<file path="src/rtl/apbw_pkg.sv">
package apbw_pkg;
    timeunit 1ns;
    timeprecision 1ps;

    typedef enum logic [1:0] {
        ST_IDLE = 2'd0,
        ST_WAIT = 2'd1,
        ST_DONE = 2'd2
    } apbw_state_e;

    localparam int LAT_W      = 2;
    localparam int NUM_PLAIN  = 3;
    localparam int IDX_FIFO   = 3;
    localparam int IDX_STATUS = 4;
    localparam int REG_COUNT  = 5;
    localparam int CNT_LSB    = 8;

    function automatic logic [LAT_W-1:0] reg_latency(input int unsigned idx);
        logic [LAT_W-1:0] lat;
        case (idx)
            0:       lat = 2'd0;
            1:       lat = 2'd1;
            2:       lat = 2'd2;
            3:       lat = 2'd3;
            4:       lat = 2'd1;
            default: lat = 2'd0;
        endcase
        return lat;
    endfunction

    function automatic logic reg_needs_priv(input int unsigned idx);
        return (idx == 2) || (idx == IDX_FIFO);
    endfunction
endpackage

</file>
<file path="src/rtl/apbw_decode.sv">
module apbw_decode
    import apbw_pkg::*;
#(
    parameter int IDX_W = 6
) (
    input  logic [IDX_W-1:0] idx,
    input  logic             priv,
    output logic             early_err,
    output logic [LAT_W-1:0] lat
);
    timeunit 1ns;
    timeprecision 1ps;

    logic mapped;
    logic prot_ok;

    always_comb begin
        mapped    = (32'(idx) < REG_COUNT);
        prot_ok   = !reg_needs_priv(32'(idx)) || priv;
        early_err = !mapped || !prot_ok;
        lat       = early_err ? '0 : reg_latency(32'(idx));
    end
endmodule

</file>
<file path="src/rtl/apbw_fifo.sv">
module apbw_fifo #(
    parameter int DW    = 32,
    parameter int DEPTH = 4
) (
    input  logic                         clk,
    input  logic                         rst_n,
    input  logic                         push,
    input  logic [DW-1:0]                wdata,
    input  logic                         pop,
    output logic                         full,
    output logic                         empty,
    output logic [DW-1:0]                head,
    output logic [$clog2(DEPTH+1)-1:0]   count
);
    timeunit 1ns;
    timeprecision 1ps;

    localparam int PW = (DEPTH > 1) ? $clog2(DEPTH) : 1;
    localparam int CW = $clog2(DEPTH + 1);

    logic [DW-1:0] mem [DEPTH];
    logic [PW-1:0] rd_ptr_q, wr_ptr_q;
    logic [CW-1:0] cnt_q;
    logic          do_push, do_pop;

    function automatic logic [PW-1:0] bump(input logic [PW-1:0] p);
        return (p == PW'(DEPTH - 1)) ? '0 : p + PW'(1);
    endfunction

    assign full    = (cnt_q == CW'(DEPTH));
    assign empty   = (cnt_q == '0);
    assign do_push = push && !full;
    assign do_pop  = pop && !empty;
    assign head    = mem[rd_ptr_q];
    assign count   = cnt_q;

    always_ff @(posedge clk or negedge rst_n) begin
        if (!rst_n) begin
            rd_ptr_q <= '0;
            wr_ptr_q <= '0;
            cnt_q    <= '0;
        end else begin
            if (do_push) wr_ptr_q <= bump(wr_ptr_q);
            if (do_pop)  rd_ptr_q <= bump(rd_ptr_q);
            case ({do_push, do_pop})
                2'b10:   cnt_q <= cnt_q + CW'(1);
                2'b01:   cnt_q <= cnt_q - CW'(1);
                default: cnt_q <= cnt_q;
            endcase
        end
    end

    always_ff @(posedge clk) begin
        if (do_push) mem[wr_ptr_q] <= wdata;
    end
endmodule

</file>
<file path="src/rtl/apbw_ctrl.sv">
module apbw_ctrl
    import apbw_pkg::*;
#(
    parameter int IDX_W = 6
) (
    input  logic             clk,
    input  logic             rst_n,
    input  logic             psel,
    input  logic             penable,
    input  logic             pwrite,
    input  logic [IDX_W-1:0] idx_in,
    input  logic             early_in,
    input  logic [LAT_W-1:0] lat_in,
    output logic             pready,
    output logic             data_valid,
    output logic [IDX_W-1:0] cur_idx,
    output logic             cur_early,
    output logic             wr_q,
    output logic             load_rd,
    output logic             completion
);
    timeunit 1ns;
    timeprecision 1ps;

    apbw_state_e      state_q, state_nxt;
    logic [IDX_W-1:0] idx_q;
    logic             early_q;
    logic [LAT_W-1:0] cnt_q;
    logic             valid_q;
    logic             setup;

    assign setup = psel && !penable;

    // next-state logic
    always_comb begin
        state_nxt = state_q;
        unique case (state_q)
            ST_IDLE: if (setup) state_nxt = (lat_in == '0) ? ST_DONE : ST_WAIT;
            ST_WAIT: begin
                if (!psel)                     state_nxt = ST_IDLE;
                else if (cnt_q == LAT_W'(1))   state_nxt = ST_DONE;
            end
            ST_DONE: state_nxt = ST_IDLE;
            default: state_nxt = ST_IDLE;
        endcase
    end

    // state register
    always_ff @(posedge clk or negedge rst_n) begin
        if (!rst_n) state_q <= ST_IDLE;
        else        state_q <= state_nxt;
    end

    // registered outputs and captured access fields
    always_ff @(posedge clk or negedge rst_n) begin
        if (!rst_n) begin
            idx_q   <= '0;
            early_q <= 1'b0;
            wr_q    <= 1'b0;
            cnt_q   <= '0;
            valid_q <= 1'b0;
        end else begin
            valid_q <= (state_nxt == ST_DONE);
            if (state_q == ST_IDLE && setup) begin
                idx_q   <= idx_in;
                early_q <= early_in;
                wr_q    <= pwrite;
                cnt_q   <= lat_in;
            end else if (state_q == ST_WAIT) begin
                cnt_q   <= cnt_q - LAT_W'(1);
            end
        end
    end

    assign cur_idx    = (state_q == ST_IDLE) ? idx_in   : idx_q;
    assign cur_early  = (state_q == ST_IDLE) ? early_in : early_q;
    assign load_rd    = (state_nxt == ST_DONE) &&
                        !((state_q == ST_IDLE) ? pwrite : wr_q);
    assign data_valid = valid_q;
    assign pready     = (state_q == ST_IDLE) || valid_q;
    assign completion = valid_q && psel && penable;
endmodule

</file>
<file path="src/rtl/apbw_slave.sv">
module apbw_slave
    import apbw_pkg::*;
#(
    parameter int ADDR_W     = 8,
    parameter int DATA_W     = 32,
    parameter int FIFO_DEPTH = 4
) (
    input  logic              clk,
    input  logic              rst_n,
    input  logic              psel,
    input  logic              penable,
    input  logic              pwrite,
    input  logic [ADDR_W-1:0] paddr,
    input  logic [DATA_W-1:0] pwdata,
    input  logic [2:0]        pprot,
    output logic [DATA_W-1:0] prdata,
    output logic              pready,
    output logic              pslverr,
    input  logic              drain_pop,
    output logic              drain_valid,
    output logic [DATA_W-1:0] drain_data
);
    timeunit 1ns;
    timeprecision 1ps;

    localparam int IDX_W = ADDR_W - 2;
    localparam int CNT_W = $clog2(FIFO_DEPTH + 1);

    logic [IDX_W-1:0]  live_idx, cur_idx;
    logic              live_early, cur_early;
    logic [LAT_W-1:0]  live_lat;
    logic              data_valid, wr_q, load_rd, completion;
    logic              fifo_full, fifo_empty;
    logic [CNT_W-1:0]  fifo_cnt;
    logic              is_fifo, is_stat, overflow_c, err_c, commit;
    logic              ovf_q;
    logic [DATA_W-1:0] scratch [NUM_PLAIN];
    logic [DATA_W-1:0] rd_val, rdata_q;
    logic              unused_bits;

    assign live_idx    = paddr[ADDR_W-1:2];
    assign unused_bits = ^{paddr[1:0], pprot[2:1]};

    apbw_decode #(.IDX_W(IDX_W)) u_decode (
        .idx       (live_idx),
        .priv      (pprot[0]),
        .early_err (live_early),
        .lat       (live_lat)
    );

    apbw_ctrl #(.IDX_W(IDX_W)) u_ctrl (
        .clk        (clk),
        .rst_n      (rst_n),
        .psel       (psel),
        .penable    (penable),
        .pwrite     (pwrite),
        .idx_in     (live_idx),
        .early_in   (live_early),
        .lat_in     (live_lat),
        .pready     (pready),
        .data_valid (data_valid),
        .cur_idx    (cur_idx),
        .cur_early  (cur_early),
        .wr_q       (wr_q),
        .load_rd    (load_rd),
        .completion (completion)
    );

    // error ordering: decode/privilege captured at setup, then overflow
    assign is_fifo    = (cur_idx == IDX_W'(IDX_FIFO));
    assign is_stat    = (cur_idx == IDX_W'(IDX_STATUS));
    assign overflow_c = wr_q && !cur_early && is_fifo && fifo_full;
    assign err_c      = cur_early || overflow_c;
    assign pslverr    = completion && err_c;
    assign commit     = completion && wr_q && !err_c;

    apbw_fifo #(.DW(DATA_W), .DEPTH(FIFO_DEPTH)) u_fifo (
        .clk   (clk),
        .rst_n (rst_n),
        .push  (commit && is_fifo),
        .wdata (pwdata),
        .pop   (drain_pop),
        .full  (fifo_full),
        .empty (fifo_empty),
        .head  (drain_data),
        .count (fifo_cnt)
    );

    assign drain_valid = !fifo_empty;

    generate
        for (genvar g = 0; g < NUM_PLAIN; g++) begin : g_plain
            always_ff @(posedge clk or negedge rst_n) begin
                if (!rst_n)                               scratch[g] <= '0;
                else if (commit && cur_idx == IDX_W'(g))  scratch[g] <= pwdata;
            end
        end
    endgenerate

    always_ff @(posedge clk or negedge rst_n) begin
        if (!rst_n)                                ovf_q <= 1'b0;
        else if (completion && overflow_c)         ovf_q <= 1'b1;
        else if (commit && is_stat && pwdata[0])   ovf_q <= 1'b0;
    end

    always_comb begin
        rd_val = '0;
        if (!cur_early) begin
            if (32'(cur_idx) < NUM_PLAIN) rd_val = scratch[cur_idx[1:0]];
            else if (is_fifo)             rd_val = DATA_W'(fifo_cnt);
            else if (is_stat)             rd_val = (DATA_W'(fifo_cnt) << CNT_LSB) | DATA_W'(ovf_q);
        end
    end

    always_ff @(posedge clk or negedge rst_n) begin
        if (!rst_n)       rdata_q <= '0;
        else if (load_rd) rdata_q <= rd_val;
    end

    assign prdata = (data_valid && !wr_q) ? rdata_q : '0;
endmodule

</file>
<file path="config.mk">
export PLATFORM = sky130hd
export DESIGN_NAME = apbw_slave
export DESIGN_NICKNAME = d
export VERILOG_FILES = /design/src/rtl/apbw_pkg.sv /design/src/rtl/apbw_decode.sv /design/src/rtl/apbw_fifo.sv /design/src/rtl/apbw_ctrl.sv /design/src/rtl/apbw_slave.sv
export SDC_FILE = /design/constraint.sdc
export NUM_CORES = 1
export LEC_CHECK = 0
export BUFFER_PORTS_ARGS = -buffer_cell sky130_fd_sc_hd__buf_2
export CAP_MARGIN = 40
export CORE_UTILIZATION = 53
export DETAILED_ROUTE_END_ITERATION = 8
export PLACE_DENSITY = 0.75
export SETUP_SLACK_MARGIN = 0.2
export SYNTH_ARGS = -nofsm -noshare
export SYNTH_HDL_FRONTEND = slang
export SYNTH_SLANG_ARGS = --single-unit
</file>
<file path="constraint.sdc">
create_clock -name clk -period 3.1 [get_ports clk]
set_clock_uncertainty 0.1 [all_clocks]
set_input_delay 0.31 -clock clk [delete_from_list [all_inputs] [get_ports clk]]
set_output_delay 0.31 -clock clk [all_outputs]
set_load 0.03 [all_outputs]
</file>
==> results of run 1 <==
==> Yosys cell counts (all sizes together) (3+ instances only) <==
cell	instances
nand2b	3
mux4	32
nor2	12
and2	38
buf	23
dfrtp	149
inv	13
o31ai	6
ha	7
nand3	6
o21ai	16
nor3	7
nor2b	3
mux2	137
nand2	9
edfxtp	128
a21oi	4
mux2i	5
a22oi	27
clkbuf	20
o2bb2ai	25
==> flip-flops by register name, summed over array words and instances (netlist names) <==
| signal | flops |
|---|---|
| u_fifo.rd_ptr_q | 2 |
| u_ctrl.cnt_q | 2 |
| u_ctrl.state_q | 2 |
| u_ctrl.wr_q | 1 |
| u_fifo.mem | 128 |
| u_fifo.wr_ptr_q | 2 |
| rdata_q | 32 |
| u_ctrl.idx_q | 6 |
| u_ctrl.data_valid | 1 |
| scratch | 96 |
| u_fifo.count | 3 |
| u_ctrl.early_q | 1 |
| ovf_q | 1 |
==> layout make-up <==
type                            instances  area, sq um
Sequential cell                       277         7575
Fill cell                            1495         7213
Multi-Input combinational cell        382         3879
Timing Repair Buffer                  182         1267
Clock buffer                           42        817.0
Tap cell                              275        344.1
Clock inverter                          8        142.6
Inverter                               13        48.80
==> metrics by stage <==
stage,instances,cell area (sq um),hold WS (ns),setup WS (ns)
after global placement,1090,12710,0.2627,0.2299
after detailed placement,1090,12710,0.2802,0.1791
after CTS,1179,14060,0.01896,0.2305
after global routing,1179,14070,0.03573,0.1436
final,1179,14070,0.04365,0.2609
after floorplan,715,11660,-0.08559,0.4412
==> per-layer routing <==
metal  wire length, um  vias up  GRT usage
met5                 0        -          0
met4               431        0    0.05606
met3               912       28    0.02788
met2             13490      152     0.4270
met1             10690     3582     0.3057
li1                  -     3074          -
==> cells by family after synthesis <==
kind of cell	count (synthesis)	share of synthesized area
AOI/OAI and AO/OA	99	0.06398
xor gates and xnor gates	4	0.003006
adders and majority gates	8	0.009232
buffers and inverters	56	0.02308
DFF	277	0.6497
muxes	174	0.2008
and+or+nand+nor	97	0.05024
==> critical path: stages (launching register included) <==
cell and delay (ns):
dfrtp_1 0.46, or2_4 0.37, o21ai_1 0.15, buf_4 0.18
nand3_1 0.14, o21ai_2 0.19, and4_1 0.22, buf_2 0.20
==> final timing paths <==
| check | endpoint | slack, ns | cells after the start |
|---|---|---|---|
| min reg2reg | rdata_q[11]$_DFFE_PN0P_ | 0.39 | 1 |
| min in group asynchronous | scratch[17]$_DFFE_PN0P_ | 0.26 | 2 |
| max | pslverr | 0.26 | 7 |
| max reg2reg | scratch[41]$_DFFE_PN0P_ | 0.33 | 6 |
| max in group asynchronous | scratch[30]$_DFFE_PN0P_ | 1.70 | 3 |
| min | u_ctrl.idx_q[0]$_DFFE_PN0P_ | 0.04 | 2 |
==> repair_timing <==
| action | CTS | global route |
|---|---|---|
| setup endpoints to repair | 1 | 102 |
| pin swaps | 0 | 1 |
| buffers inserted | 0 | 0 |
| hold buffers | 39 | 0 |
| endpoints found under the hold margin | 217 | 0 |
| resized for setup | 1 | 5 |
==> power breakdown <==
part	total (mW)	switching (mW)	internal [mW]	leakage [nW]
Combinational	1.82	1.07	0.750	2.35
Sequential	4.11	0.179	3.93	3.19
Clock	3.46	1.32	2.14	0.472
Total	9.39	2.57	6.82	6.01
==> impl_metrics.ini, run 1 <==
[run_status]
status = complete, no violations

[timing]
setup-tns-final_ns = 0
setup_viol = 0
fmax_mhz = 352.2
rsz0062_at_grt = yes
fin_crit_sh = 0.9159
worst_pin_slew_ns = 0.7387
max_slew_margin = 0.5075
slew_violations = 0
post-route-min-period_ns = 2.839
final-hold-violation-count = 0

[yosys]
syn-cell-area_sq_um = 11650
synth-main-ff-cell = dfrtp_1
synth_edf_count = 128
synth_area_leaders = edfxtp_1, dfrtp_1, mux2_2
syn-num-nets = 772
synth_cell_type_count = 59
syn_area_per_cell_sq_um = 16.30
yosysWarnings = 0
synth_top_area_share = 0.3298
ys_ff_latch = 277
syn-instance-count = 715
async_flop_share = 0.5379
yosysSeqAreaShare = 0.6497
synth_top_area_cell = edfxtp_1

[die]
io_pins = 116
core_sq_um = 21290
initial_utilization = 0.5475
die_w_um = 150.3
dieArea_sq_um = 22590
num_rows = 53
die_h_um = 150.3

[clock_tree]
path_clk_slew_ns = 0.06
tritoncts = done
root_buffer = clkbuf_16
cts.sinks = 277
insertion_delay_ns = 0.53
cts_buffer_depth = 3
cts_max_level = 1
cts_inserted_buffers = 27

[layout]
area_growth_pct = 20.75
drive_above_1_share = 0.4192
antenna_cells = 0
final_nets = 940
final_cell_mix = dfrtp_1, mux2_2, edfxtp_1, buf_2, dlygate4sd3_1
final_util = 0.6611
final_common_cell = dfrtp_1

[power]
leakagePower_nw = 6.014
power_density_nw_per_um2 = 667.0
peakVddDrop_mv = 0.4597
p_total_mw = 9.387

[setup_path]
crit_path_end_kind = output pin
worst-setup-path-type = reg -> out
crit_fanout = 12
worst_r2r_startpoint = u_ctrl.state_q[1]$_DFF_PN0_
critPathLaunch = u_ctrl.state_q[1]$_DFF_PN0_
cp_data_arrival_time_ns = 2.43
cp.required_ns = 2.69
worstSetupStartpointType = register

[detailed_routing]
wl_um = 25530
drc = 0
vias = 6836
first_pass_iters = 5
final_antenna_net_count = 0
post_drt_wl_per_cell_um = 21.65
viasPerCell = 5.798
drt_iter0_drc = 382

[worst_hold_path]
hp-class = in -> reg
hold_path.startpoint = paddr[2]

[placement]
dpl.hpwl_um = 16550
place_congestion = 0.8639
port_buffers = 111

[grt]
grt_pass1_vias = 7450
grt.total_usage = 0.2368
antenna_found_initial = 0
grt_max_degree = 77
grt_overflow_total = 0
grt_pass1_wl_um = 40450

[flow_run]
cap_viol_max_count = 0
(Power assumes the default switching activity.)
==> inputs of run 2 (changes only) <==
CORE_UTILIZATION = 60   (was 53)
PLACE_DENSITY = 0.8   (was 0.75)
clock period = 3.3 ns   (was 3.1 ns; I/O delays follow)
==> run 2 against run 1 <==
Net effect:
- sequential cell count is the same
- count of clock-buffer cells in the layout shrank 12
- cell count shrank 2.2%
- combinational power is 10% lower
- die area down 12%
- largest power group unchanged
- non-clock buffer count fell by 12
- critical path depth up 6
- sequential share of layout area rose by 0.53 points
- power is 7.8% lower
- critical endpoint is now u_fifo.count[2]$_DFFE_PN0P_
==> impl_metrics.ini, run 2 (same netlist as run 1, synthesis figures left out) <==
[timing]
post-route-min-period_ns = 2.934
fin_crit_sh = 0.8890
whs_ns = 0.03294
rsz0062_at_grt = no
slew_violations = 0
final-hold-violation-count = 0
worst_pin_slew_ns = 0.9033
max_slew_margin = 0.3978
setup_viol = 0
fmax_mhz = 340.9
setup-tns-final_ns = 0
worst_slack_ns = 0.3664

[setup_path]
crit_fanout = 7
cp_data_arrival_time_ns = 3.28
ff2ff_path_depth = 6
r2r-end = scratch[46]$_DFFE_PN0P_
crit_path_end_kind = register
crit_slowest_cell = dlygate4sd3_1
worst-setup-path-type = in -> reg
worstSetupStartpointType = input port
r2r_slack_ns = 0.43
critPathLaunch = pprot[0]
critPathBufInv = 4
path_delay_family = simple AND/OR/NAND/NOR gates
worst_r2r_startpoint = u_ctrl.state_q[1]$_DFF_PN0_
crit_chain = dlygate4sd3_1 -> buf_2 -> or3b_2 -> and4b_1 -> o21a_1 -> and3_1 -> inv_1 -> ha_1 -> inv_1 -> fa_1 -> xor2_1 -> nor2_1 -> xor2_1
cp.required_ns = 3.65
cpPeakStageDelay_ns = 0.53

[layout]
drive_above_1_share = 0.4148
top_regs = u_fifo.mem x128, scratch x96, rdata_q x32
final_nets = 928
final_cell_mix = dfrtp_1, mux2_2, edfxtp_1, buf_2, dlygate4sd3_1
fin_cells = 1153
area_growth_pct = 19.58
largest_register_ffs = 128
regMostFlops = u_fifo.mem
final_common_cell = dfrtp_1
final_util = 0.7377

[clock_tree]
cts_max_level = 1
path_clk_slew_ns = 0.06
cts_inserted_buffers = 27
tritoncts = done
insertion_delay_ns = 0.52
cts.sinks = 277
root_buffer = clkbuf_16
cts_buffer_depth = 3

[placement]
dp_cells = 1066
dpl.hpwl_um = 15720
place_congestion = 0.8423
port_buffers = 111
place_worst_setup_slack_ns = 0.2679

[detailed_routing]
drt-met1-wl_um = 10320
post_drt_wl_per_cell_um = 22.10
final_antenna_net_count = 0
wl_um = 25490
viasPerCell = 6.021
vias = 6942
first_pass_iters = 5
drc = 0
route.met2.wl_um = 13440
dr.max_layer_used = met4
drt_iter0_drc = 490
dr_wl_met3_um = 1099

[grt]
grt_pass1_vias = 7422
grt.total_usage = 0.2687
grt_pass1_wl_um = 40780
grt_overflow_total = 0
grt_max_degree = 66
antenna_found_initial = 1

[power]
leakagePower_nw = 5.938
peakVddDrop_mv = 0.4056
power_density_nw_per_um2 = 620.7

[flow_run]
cap_viol_max_count = 0

[die]
num_rows = 50
dieArea_sq_um = 19990
die_w_um = 141.4
die_h_um = 141.4
initial_utilization = 0.6169
io_pins = 116
core_sq_um = 18890

[worst_hold_path]
holdPathStages = 1
hold_path.startpoint = pwdata[2]
hp-class = in -> reg
hold-path-endpoint = u_fifo.mem[2][2]$_DFFE_PP_

[run_status]
status = complete, no violations
run 2: routing by layer:
layer  vias up  track usage
met4         0      0.08942
met3        46      0.03004
met1      3626       0.3484
met2       217       0.4768
met5         -            0
li1       3053            -
run 2: cell type report:
cell class              instances  area [sq um]
flip-flops and latches        277          7575
fillers                      1181          4956
multi-input cells             382          3867
repair buffers                170          1215
clock buffers                  30         686.9
well taps                     260         325.3
clock inverters                20         216.5
inverters                      13         48.80
diodes                          1         2.502
run 2: power by group:
part	total (mW)	switching [mW]	internal, mW	leakage (nW)
logic	1.63	0.938	0.692	2.31
clock network	3.11	1.29	1.82	0.440
registers	3.91	0.222	3.69	3.19
total	8.65	2.45	6.20	5.94
run 2: worst max-delay path by stage:
stage | to | slack [ns] | cells past startpoint
floorplan | u_fifo.mem[0][0]$_DFFE_PP_ | 0.37 | 7
global placement | u_fifo.count[2]$_DFFE_PN0P_ | 0.32 | 12
detailed placement | u_fifo.count[2]$_DFFE_PN0P_ | 0.27 | 12
CTS | pslverr | 0.31 | 6
global route | u_fifo.count[2]$_DFFE_PN0P_ | 0.25 | 13
finish | u_fifo.count[2]$_DFFE_PN0P_ | 0.37 | 13
run 2: through the flow:
step / area (sq um) / power [mW]
final: 13940 / 8.650
after global routing: 13940 / 8.954
after CTS: 13930 / 8.709
after detailed placement: 12660 / 5.582
after global placement: 12620 / 5.517
after floorplan: 11650 / 5.043
run 2: what timing repair did:
item	4_1_cts	5_1_grt
hold endpoints to repair	164	0
gates resized for setup	0	2
setup endpoints to repair	0	1
setup buffers	0	0
hold buffers	36	0
